--- src/rtl/seqg_pkg.sv ---
package seqg_pkg;

  // Working states use the low five codes; the top three form the
  // start-up sweep so that every 3-bit value belongs to the flow.
  typedef enum logic [2:0] {
    S_IDLE   = 3'd0,
    S_WAIT   = 3'd1,
    S_READ   = 3'd2,
    S_DECIDE = 3'd3,
    S_FWAIT  = 3'd4,
    S_SWP0   = 3'd5,
    S_SWP1   = 3'd6,
    S_SWP2   = 3'd7
  } state_t;

  function automatic logic is_sweep(input state_t s);
    return (s == S_SWP0) || (s == S_SWP1) || (s == S_SWP2);
  endfunction

endpackage

--- src/rtl/seqg_rst_sync.sv ---
module seqg_rst_sync (
  input  logic clk_i,
  input  logic rst_ni,
  output logic rst_no
);

  logic [1:0] sync_q;

  always_ff @(posedge clk_i or negedge rst_ni) begin
    if (!rst_ni) sync_q <= 2'b00;
    else         sync_q <= {sync_q[0], 1'b1};
  end

  assign rst_no = sync_q[1];

endmodule

--- src/rtl/seqg_wait_cnt.sv ---
module seqg_wait_cnt #(
  parameter int CNT_W    = 16,
  parameter int TERM_CNT = 128
) (
  input  logic clk_i,
  input  logic rst_ni,
  input  logic clr_i,
  output logic tc_o
);

  localparam logic [CNT_W-1:0] TC_PRE = CNT_W'(TERM_CNT - 1);

  logic [CNT_W-1:0] cnt_q;
  logic             tc_q;
  logic             cnt_en;

  assign cnt_en = !clr_i;

  always_ff @(posedge clk_i or negedge rst_ni) begin
    if (!rst_ni) begin
      cnt_q <= '0;
      tc_q  <= 1'b0;
    end else if (cnt_en) begin
      cnt_q <= cnt_q + 1'b1;
      tc_q  <= (cnt_q == TC_PRE);
    end else begin
      cnt_q <= '0;
      tc_q  <= 1'b0;
    end
  end

  assign tc_o = tc_q;

  // terminal count is a single-cycle pulse
  assert_tc_single_R4: assert property (@(posedge clk_i) disable iff (!rst_ni)
    tc_q |=> !tc_q);

endmodule

--- src/rtl/seqg_watchdog.sv ---
module seqg_watchdog #(
  parameter int LIMIT = 1024
) (
  input  logic clk_i,
  input  logic rst_ni,
  input  logic kick_i,
  output logic timeout_o
);

  localparam int WD_W = $clog2(LIMIT + 1);
  localparam logic [WD_W-1:0] LIM_V = WD_W'(LIMIT);
  localparam logic [WD_W-1:0] LIM_P = WD_W'(LIMIT - 1);

  logic [WD_W-1:0] cnt_q;
  logic            to_q;
  logic            run_en;

  assign run_en = !kick_i && (cnt_q != LIM_V);

  always_ff @(posedge clk_i or negedge rst_ni) begin
    if (!rst_ni) begin
      cnt_q <= '0;
      to_q  <= 1'b0;
    end else if (kick_i) begin
      cnt_q <= '0;
      to_q  <= 1'b0;
    end else if (run_en) begin
      cnt_q <= cnt_q + 1'b1;
      to_q  <= (cnt_q == LIM_P);
    end else begin
      to_q  <= 1'b0;
    end
  end

  assign timeout_o = to_q;

  // timeout is a single-cycle pulse
  assert_timeout_single_R8: assert property (@(posedge clk_i) disable iff (!rst_ni)
    to_q |=> !to_q);

endmodule

--- src/rtl/seqg_core.sv ---
module seqg_core
  import seqg_pkg::*;
(
  input  logic clk_i,
  input  logic rst_ni,
  input  logic start_i,
  input  logic rd_done_i,
  input  logic qual_i,
  input  logic sel_fifo_i,
  input  logic sel_idle_i,
  input  logic fifo_ok_i,
  input  logic tc_i,
  input  logic to_i,
  output logic ready_o,
  output logic rd_o,
  output logic fifo_wait_o,
  output logic cnt_clr_o,
  output logic kick_o,
  output logic fault_o
);

  state_t state_q;
  logic   sweep_q;
  logic   ready_q, rd_q, fw_q, clr_q, kick_q, fault_q;

  // Move to a target state and register the outputs that belong to it.
  task automatic go(input state_t t);
    state_q <= t;
    ready_q <= (t == S_IDLE);
    rd_q    <= (t == S_READ);
    fw_q    <= (t == S_FWAIT);
    clr_q   <= (t != S_WAIT);
    kick_q  <= (t != state_q) || (t == S_IDLE) || is_sweep(t);
  endtask

  // One clocked process owns every transition and every output.
  always_ff @(posedge clk_i or negedge rst_ni) begin
    if (!rst_ni) begin
      state_q <= S_SWP0;
      sweep_q <= 1'b1;
      ready_q <= 1'b0;
      rd_q    <= 1'b0;
      fw_q    <= 1'b0;
      clr_q   <= 1'b1;
      kick_q  <= 1'b1;
      fault_q <= 1'b0;
    end else begin
      fault_q <= 1'b0;
      case (state_q)
        S_IDLE: begin
          if (start_i) go(S_WAIT);
          else         go(S_IDLE);
        end
        S_WAIT: begin
          if (tc_i) go(S_READ);
          else if (to_i) begin
            go(S_IDLE);
            fault_q <= 1'b1;
          end else go(S_WAIT);
        end
        S_READ: begin
          if (rd_done_i) go(S_DECIDE);
          else if (to_i) begin
            go(S_IDLE);
            fault_q <= 1'b1;
          end else go(S_READ);
        end
        S_DECIDE: begin
          if (qual_i && sel_fifo_i)      go(S_FWAIT);
          else if (qual_i && sel_idle_i) go(S_IDLE);
          else if (to_i) begin
            go(S_IDLE);
            fault_q <= 1'b1;
          end else go(S_DECIDE);
        end
        S_FWAIT: begin
          if (fifo_ok_i) go(S_IDLE);
          else if (to_i) begin
            go(S_IDLE);
            fault_q <= 1'b1;
          end else go(S_FWAIT);
        end
        S_SWP0, S_SWP1: begin
          go(state_t'(state_q + 3'd1));
          if (!sweep_q) fault_q <= 1'b1;
          sweep_q <= 1'b1;
        end
        S_SWP2: begin
          go(S_IDLE);
          if (!sweep_q) fault_q <= 1'b1;
          sweep_q <= 1'b0;
        end
        default: begin
          go(S_SWP0);
          fault_q <= 1'b1;
          sweep_q <= 1'b1;
        end
      endcase
    end
  end

  assign ready_o     = ready_q;
  assign rd_o        = rd_q;
  assign fifo_wait_o = fw_q;
  assign cnt_clr_o   = clr_q;
  assign kick_o      = kick_q;
  assign fault_o     = fault_q;

  // terminal count in the wait state opens the read phase with the clear raised
  assert_clr_with_read_R4: assert property (@(posedge clk_i) disable iff (!rst_ni)
    (state_q == S_WAIT && tc_i) |=> (rd_q && clr_q));

  // the FIFO selection wins over the idle selection
  assert_fifo_priority_R6: assert property (@(posedge clk_i) disable iff (!rst_ni)
    (state_q == S_DECIDE && qual_i && sel_fifo_i && sel_idle_i) |=> fw_q);

  // an unanswered timeout in the read state recovers to idle with a fault
  assert_timeout_idle_R8: assert property (@(posedge clk_i) disable iff (!rst_ni)
    (state_q == S_READ && to_i && !rd_done_i) |=> (ready_q && fault_q));

  // fault lasts one cycle
  assert_fault_single_R8: assert property (@(posedge clk_i) disable iff (!rst_ni)
    fault_q |=> !fault_q);

  // a handshake coinciding with the timeout is taken without a fault
  assert_race_handshake_R9: assert property (@(posedge clk_i) disable iff (!rst_ni)
    (state_q == S_DECIDE && to_i && qual_i && sel_fifo_i) |=> (fw_q && !fault_q));

  // status outputs are mutually exclusive
  assert_onehot_status_R10: assert property (@(posedge clk_i) disable iff (!rst_ni)
    $onehot0({ready_q, rd_q, fw_q}));

endmodule

--- src/rtl/seq_guard_ctrl.sv ---
module seq_guard_ctrl #(
  parameter int CNT_W    = 16,
  parameter int TERM_CNT = 128,
  parameter int WD_LIMIT = 1024
) (
  input  logic clk_i,
  input  logic rst_ni,
  input  logic start_i,
  input  logic rd_done_i,
  input  logic qual_i,
  input  logic sel_fifo_i,
  input  logic sel_idle_i,
  input  logic fifo_ok_i,
  output logic ready_o,
  output logic rd_o,
  output logic fifo_wait_o,
  output logic cnt_clr_o,
  output logic fault_o
);

  logic rst_n;
  logic tc, to, clr, kick;

  seqg_rst_sync u_rst_sync (
    .clk_i  (clk_i),
    .rst_ni (rst_ni),
    .rst_no (rst_n)
  );

  seqg_wait_cnt #(
    .CNT_W    (CNT_W),
    .TERM_CNT (TERM_CNT)
  ) u_wait_cnt (
    .clk_i  (clk_i),
    .rst_ni (rst_n),
    .clr_i  (clr),
    .tc_o   (tc)
  );

  seqg_watchdog #(
    .LIMIT (WD_LIMIT)
  ) u_watchdog (
    .clk_i     (clk_i),
    .rst_ni    (rst_n),
    .kick_i    (kick),
    .timeout_o (to)
  );

  seqg_core u_core (
    .clk_i       (clk_i),
    .rst_ni      (rst_n),
    .start_i     (start_i),
    .rd_done_i   (rd_done_i),
    .qual_i      (qual_i),
    .sel_fifo_i  (sel_fifo_i),
    .sel_idle_i  (sel_idle_i),
    .fifo_ok_i   (fifo_ok_i),
    .tc_i        (tc),
    .to_i        (to),
    .ready_o     (ready_o),
    .rd_o        (rd_o),
    .fifo_wait_o (fifo_wait_o),
    .cnt_clr_o   (clr),
    .kick_o      (kick),
    .fault_o     (fault_o)
  );

  assign cnt_clr_o = clr;

endmodule

--- config.mk ---
export PLATFORM = sky130hd
export DESIGN_NAME = seq_guard_ctrl
export DESIGN_NICKNAME = d
export VERILOG_FILES = /design/src/rtl/seqg_pkg.sv /design/src/rtl/seqg_rst_sync.sv /design/src/rtl/seqg_wait_cnt.sv /design/src/rtl/seqg_watchdog.sv /design/src/rtl/seqg_core.sv /design/src/rtl/seq_guard_ctrl.sv
export SDC_FILE = /design/constraint.sdc
export NUM_CORES = 1
export LEC_CHECK = 0
export CORE_UTILIZATION = 55
export DETAILED_ROUTE_END_ITERATION = 7
export HOLD_SLACK_MARGIN = 0.05
export PLACE_DENSITY = 0.77
export SYNTH_ARGS = -nofsm -noshare
export SYNTH_HDL_FRONTEND = slang
export SYNTH_SLANG_ARGS = --single-unit
--- constraint.sdc ---
create_clock -name clk_i -period 1.8 [get_ports clk_i]
set_input_delay 0.36 -clock clk_i [delete_from_list [all_inputs] [get_ports clk_i]]
set_output_delay 0.36 -clock clk_i [all_outputs]
set_load 0.03 [all_outputs]
# Word-level counts from Yosys, hierarchy flattened
# Cells that the tools add are included.
[op_classes] n_reduce_logical=17 eq_ne=21 n_addsub=3 mux=51
[op_table] cell="1-bit two-way mux" n=32
[op_table] cell="3-bit == test, second input constant" n=8
[op_table] cell="11-bit two-way mux" n=2
[op_table] cell="3-bit case mux with 7 select lines" n=1
[op_table] cell="3-bit two-way mux" n=6
[op_table] cell="16-bit by 1-bit adder with 16-bit output, second input constant" n=1
[op_table] cell="16-bit by 7-bit == test with 1-bit output, second input constant" n=1
[op_table] cell="16-bit two-way mux" n=1
[op_table] cell="1-bit case mux with 7 select lines" n=2
[op_table] cell="1-bit case mux with 4 select lines" n=3
[op_table] cell="4-bit OR reduction" n=3
[op_table] cell="11-bit by 1-bit adder with 11-bit output, second input constant" n=1
[op_table] cell="11-bit by 10-bit == test with 1-bit output, second input constant" n=1
[op_table] cell="11-bit inequality test, second input constant" n=1
[op_table] cell="3-bit by 2-bit == test with 1-bit output, second input constant" n=3
[op_table] cell="3-bit logical NOT" n=2
[op_table] cell="2-bit by 3-bit inequality test with 1-bit output, first input constant" n=2
[op_table] cell="1-bit case mux with 5 select lines" n=1
[op_table] cell="1-bit logical OR" n=4
[op_table] cell="2-bit two-way mux" n=2
[op_table] cell="2-bit nonzero test" n=2
[op_table] cell="3-bit by 1-bit adder with 3-bit output, second input constant" n=1
[op_table] cell="3-bit by 1-bit == test with 1-bit output, second input constant" n=1
[op_table] cell="1-bit logical AND" n=3
[op_table] cell="other kinds (8)" n=8
[word_totals] out_inout_bits=5 inputBits=8 elab_cells=105 register_bits=41

# Depth between registers and ports, before layout
[depth] word_depth=6 ltp_mapped=7 depth_no_buf=6

# By module
# A second synthesis with hierarchy kept.
[unflattened] cells_unflattened=233 area_unflattened_um2=2282.2
[by_module_without_submodules] mod="seqg_wait_cnt" area_each_um2=859.6 instances=1 seq_area_each_um2=425.4 cells_per_inst=84
[by_module_without_submodules] mod="seqg_core" area_each_um2=720.7 instances=1 seq_area_each_um2=256.5 cells_per_inst=79
[by_module_without_submodules] mod="seqg_watchdog" area_each_um2=648.1 instances=1 seq_area_each_um2=300.3 cells_per_inst=67
[by_module_without_submodules] mod="seqg_rst_sync" area_each_um2=53.8 instances=1 seq_area_each_um2=50.0 cells_per_inst=3

# Worst setup path before layout
# No wires, ideal clock.
[synth_timing] path_kind="register -> register" startpoint="register u_core.state_q[0]" endpoint="register u_core.rd_q, in the netlist u_core.rd_o" n_path_buf=1 slack_ns=0.091 arrival_time_ns=1.585 setup_time_ns=0.125 synth_period_minus_slack_ns=1.709 stages_incl_launch_ff=8 required_time_ns=1.675 cell_sequence="dfstp_2 inv_1 ha_1 clkbuf_1 o21a_1 nand3_1 o41ai_1 mux2_2"
[synth_between] elab_chain_len=3 elab_cells_between_ends=13 cone_classes="add/sub (1); eq/ne (8); mux (1); reduce/logical (3)"
[synth_lines] element="start, declared" line="seqg_core.sv:22" text="state_t state_q;"
[synth_lines] element="start signal, assigned" line="seqg_core.sv:39" text="state_q <= S_SWP0;"
[synth_lines] element="3-bit by 1-bit adder with 3-bit output (tied with other cells)" line="seqg_core.sv:84" text="go(state_t'(state_q + 3'd1));"
[synth_lines] element="3-bit by 2-bit == test with 1-bit output (tied with other cells)" line="seqg_core.sv:30" text="rd_q <= (t == S_READ);"
[synth_lines] element="1-bit case mux with 4 select lines (*)" line="seqg_core.sv:49" text="case (state_q)"
[synth_lines] element="end signal, assigned" line="seqg_core.sv:42" text="rd_q <= 1'b0;"
[synth_lines] element="end, declared" line="seqg_core.sv:24" text="logic ready_q, rd_q, fw_q, clr_q, kick_q, fault_q;"
# Every way passes the cells marked *; elsewhere a longest branch is shown, timed or not.
# A chain may end at the register's enable or synchronous reset.

# Final worst setup path
[layout_timing] startpoint="register u_core.state_q[1]" endpoint="register u_core.fw_q, in the netlist u_core.fifo_wait_o"
[layout_between] elab_chain_len=3 elab_cells_between_ends=13 cone_classes="add/sub (1); eq/ne (8); mux (1); reduce/logical (3)"
[layout_lines] element="3-bit by 1-bit adder with 3-bit output (tied with other cells)" line="seqg_core.sv:84"
[layout_lines] element="3-bit == test (tied with other cells)" line="seqg_core.sv:31" text="fw_q <= (t == S_FWAIT);"
[layout_lines] element="1-bit case mux with 4 select lines (*)" line="seqg_core.sv:49"
[layout_lines] element="end signal, assigned" line="seqg_core.sv:43" text="fw_q <= 1'b0;"
[layout_lines] element="end, declared" line="seqg_core.sv:24"
# Marks and branches as above.

==> metrics.txt <==
status finished, final reports clean; Routed WL 3.819 mm; CP Launch Point u_core.state_q[1]; reg-to-reg endpoint u_core.fifo_wait_o; total number of vias 1582; largest family of logic cells by synthesized area simple AND/OR/NAND/NOR gates; total gr overflow 0; post-synthesis cell count 217; EDFF count, synth 0; post-synth cell types 44; mean post-synth cell area 9.842 sq um; Max rail drop VDD 0.7227 mV; Final Hold Viols 0; reg2reg setup slack 90 ps; Most used DFF post-synth dfrtp_1; Syn-to-layout area delta 16.58%; CTS tree built; Final WS setup 92.49 ps; initial antenna violation count 0; fin area 0.002490 sq mm; CP Class reg -> reg; RSZ-0062 raised after global routing no; total of max-cap violations 0; reg2reg start u_core.state_q[1]; fill count 305; yosys warns 0; sequential element share of the synthesized area 48.33%; clock-pin slew on the worst setup and hold paths 80 ps; first-pass GRT wire length 6.479 mm; flops & latches, synth 41; Initial Util 57.90%; dpl ws 39.38 ps; area of placed instances 0.002357 sq mm; CP arrival 1940 ps; Achievable Freq 585.6 MHz; Synth Area in Compound Gates 8.846%; Final setup viols 0; clk_skew 5.843 ps; minimum clock period after layout 1708 ps; Lkg Pwr 1.111 nW; 1st-iter DRT viols 135; largest net degree at the start of global routing 40; Required @ worst endpoint 2030 ps; Worst setup SP type flop; simple-gate share of the synthesized area 23.26%; Num CTS Buffers 5; setup TNS 0 ps; die area 0.004136 sq mm; Power, Total 2.635 mW; Detail Route Antenna Nets 0; post-synthesis adder-cell area fraction 6.444%; FP Rows 22; pwr dens 1058 mW/mm^2; Total GRT Usage 20.76%; DP HPWL 2.666 mm; routed len/inst 13.31 um; core area 0.003689 sq mm; CTS Sinks 41; Reg2Reg Depth 5; Synthesized Nets 236; num ports 13; Die H 64.32 um; post-synthesis mux area share 1.523%; Final Max Slew Viols 0; clk root buf clkbuf_8; Mapped Area 0.002136 sq mm; Buffers on Ports 12; via-per-instance ratio 5.512; First-pass DRT Iterations 4; CTS H-Tree Depth 2; die width 64.32 um; Tcrit/Tclk final 94.86%; endpoint class of the critical path flop; ys async rst share 100.0%; gpl congestion 0.9286; Post-Synth XOR/XNOR Area 8.612%; layout cell share with drive strength beyond 1 12.97%; vias in the first global route 1455; DRC viols 0; Nets 257; crit path max fanout 6; crit path capture u_core.fifo_wait_o; Ant. Diodes 0; worst hold path class in -> async; Bufs on Longest Clock Path 2; Clock Latency Late Sink 290 ps
[per-layer routing]
metal  part of all wire [%]  GRT usage [%]
met1                     49          27.23
met2                     45          31.71
met3                    4.2          5.893
met4                    1.5          9.444
met5                      0              0
[Yosys cell counts (2+ instances only)]
cell / n / area [sq um]
nand2b_1: 3 / 18.77
and4_1: 3 / 26.28
a21oi_1: 7 / 35.03
nor3_1: 7 / 35.03
ha_1: 11 / 137.6
nor2b_1: 2 / 12.51
dfrtp_1: 36 / 900.9
inv_1: 9 / 33.78
nand2_1: 11 / 41.29
mux2_2: 2 / 22.52
xnor2_1: 9 / 78.83
clkbuf_1: 7 / 26.28
nand4_1: 5 / 31.28
o211ai_1: 2 / 15.01
dfstp_2: 5 / 131.4
xor2_1: 12 / 105.1
nor2_1: 36 / 135.1
nor4_1: 7 / 43.79
nand3_1: 14 / 70.07
o21ai_0: 4 / 20.02
or4_1: 2 / 15.01
[state kept, by name, indices dropped and copies added, names as in the netlist, 2 cells and up]
| signal | flops |
|---|---|
| u_wait_cnt.cnt_q | 16 |
| u_watchdog.cnt_q | 11 |
| u_rst_sync.sync_q | 2 |
| u_core.state_q | 3 |
[where the power goes]
| part | switching, mW | total, mW | internal (mW) |
|---|---|---|---|
| logic | 0.338 | 0.615 | 0.278 |
| registers | 0.173 | 1.26 | 1.09 |
| clock network | 0.306 | 0.758 | 0.452 |
[worst max-delay path: stages, from the launching register on]
cell,delay [ps]
dfrtp_1,420
ha_1,220
ha_1,270
or4_1,540
nor2_1,100
a211o_1,100
[area by class of cell]
class	instances	area [sq um]	area share, %
clock buffers	7	86.33	3.467
inverters	9	33.78	1.357
multi-input cells	160	1061	42.61
clock inverters	1	30.03	1.206
repair buffers	21	186.4	7.487
flip-flops and latches	41	1032	41.46
well taps	48	60.06	2.412
[worst min-delay path by stage]
stage / end / slack, ps / cells after the start
after floorplan: u_rst_sync.sync_q[0] / 60 / 0
after global placement: u_watchdog.cnt_q[0] / 310 / 1
after detailed placement: u_core.rd_o / 310 / 1
after CTS: u_rst_sync.sync_q[0] / 210 / 1
after global routing: u_rst_sync.sync_q[0] / 220 / 1
final: u_rst_sync.sync_q[0] / 210 / 1
[kinds of logic (layout without fill, tap and decap cells)]
group                    Yosys count  in the layout
buffers and inverters             16             38
other                              1              1
AO/OA/AOI/OAI                     27             27
XOR/XNOR                          21             21
adder cells (fa/ha/maj)           11             11
AND/OR/NAND/NOR                   97             97
flip-flops                        41             41
multiplexers                       3              3
[repair_timing]
action	4_1_cts	5_1_grt
gates resized for setup	1	5
buffers inserted	0	0
hold buffers	0	0
pin swaps	0	0
endpoints found under the setup margin	1	7
[placed cells by master (no fill, tap or decap), types with 6 or more instances in the layout]
cell,netlist,final
nand2_1,11,11
nand3_1,14,14
buf_4,0,9
clkdlybuf4s50_1,0,11
nor2_1,36,36
ha_1,11,9
nor3_1,7,7
xor2_1,12,12
inv_1,9,9
xnor2_1,9,9
clkbuf_8,0,6
nor4_1,7,6
dfrtp_1,36,36
a21oi_1,7,7
[stage by stage]
| stage | utilization, % | cells | hold slack [ps] |
|---|---|---|---|
| after global routing | 67.50 | 287 | 216.6 |
| after global placement | 63.91 | 279 | 306.6 |
| after detailed placement | 63.91 | 279 | 315.0 |
| after floorplan | - | 217 | 64.41 |
| after CTS | 67.03 | 287 | 211.1 |
| final | 67.50 | 287 | 214.9 |
(Power assumes the default switching activity.)
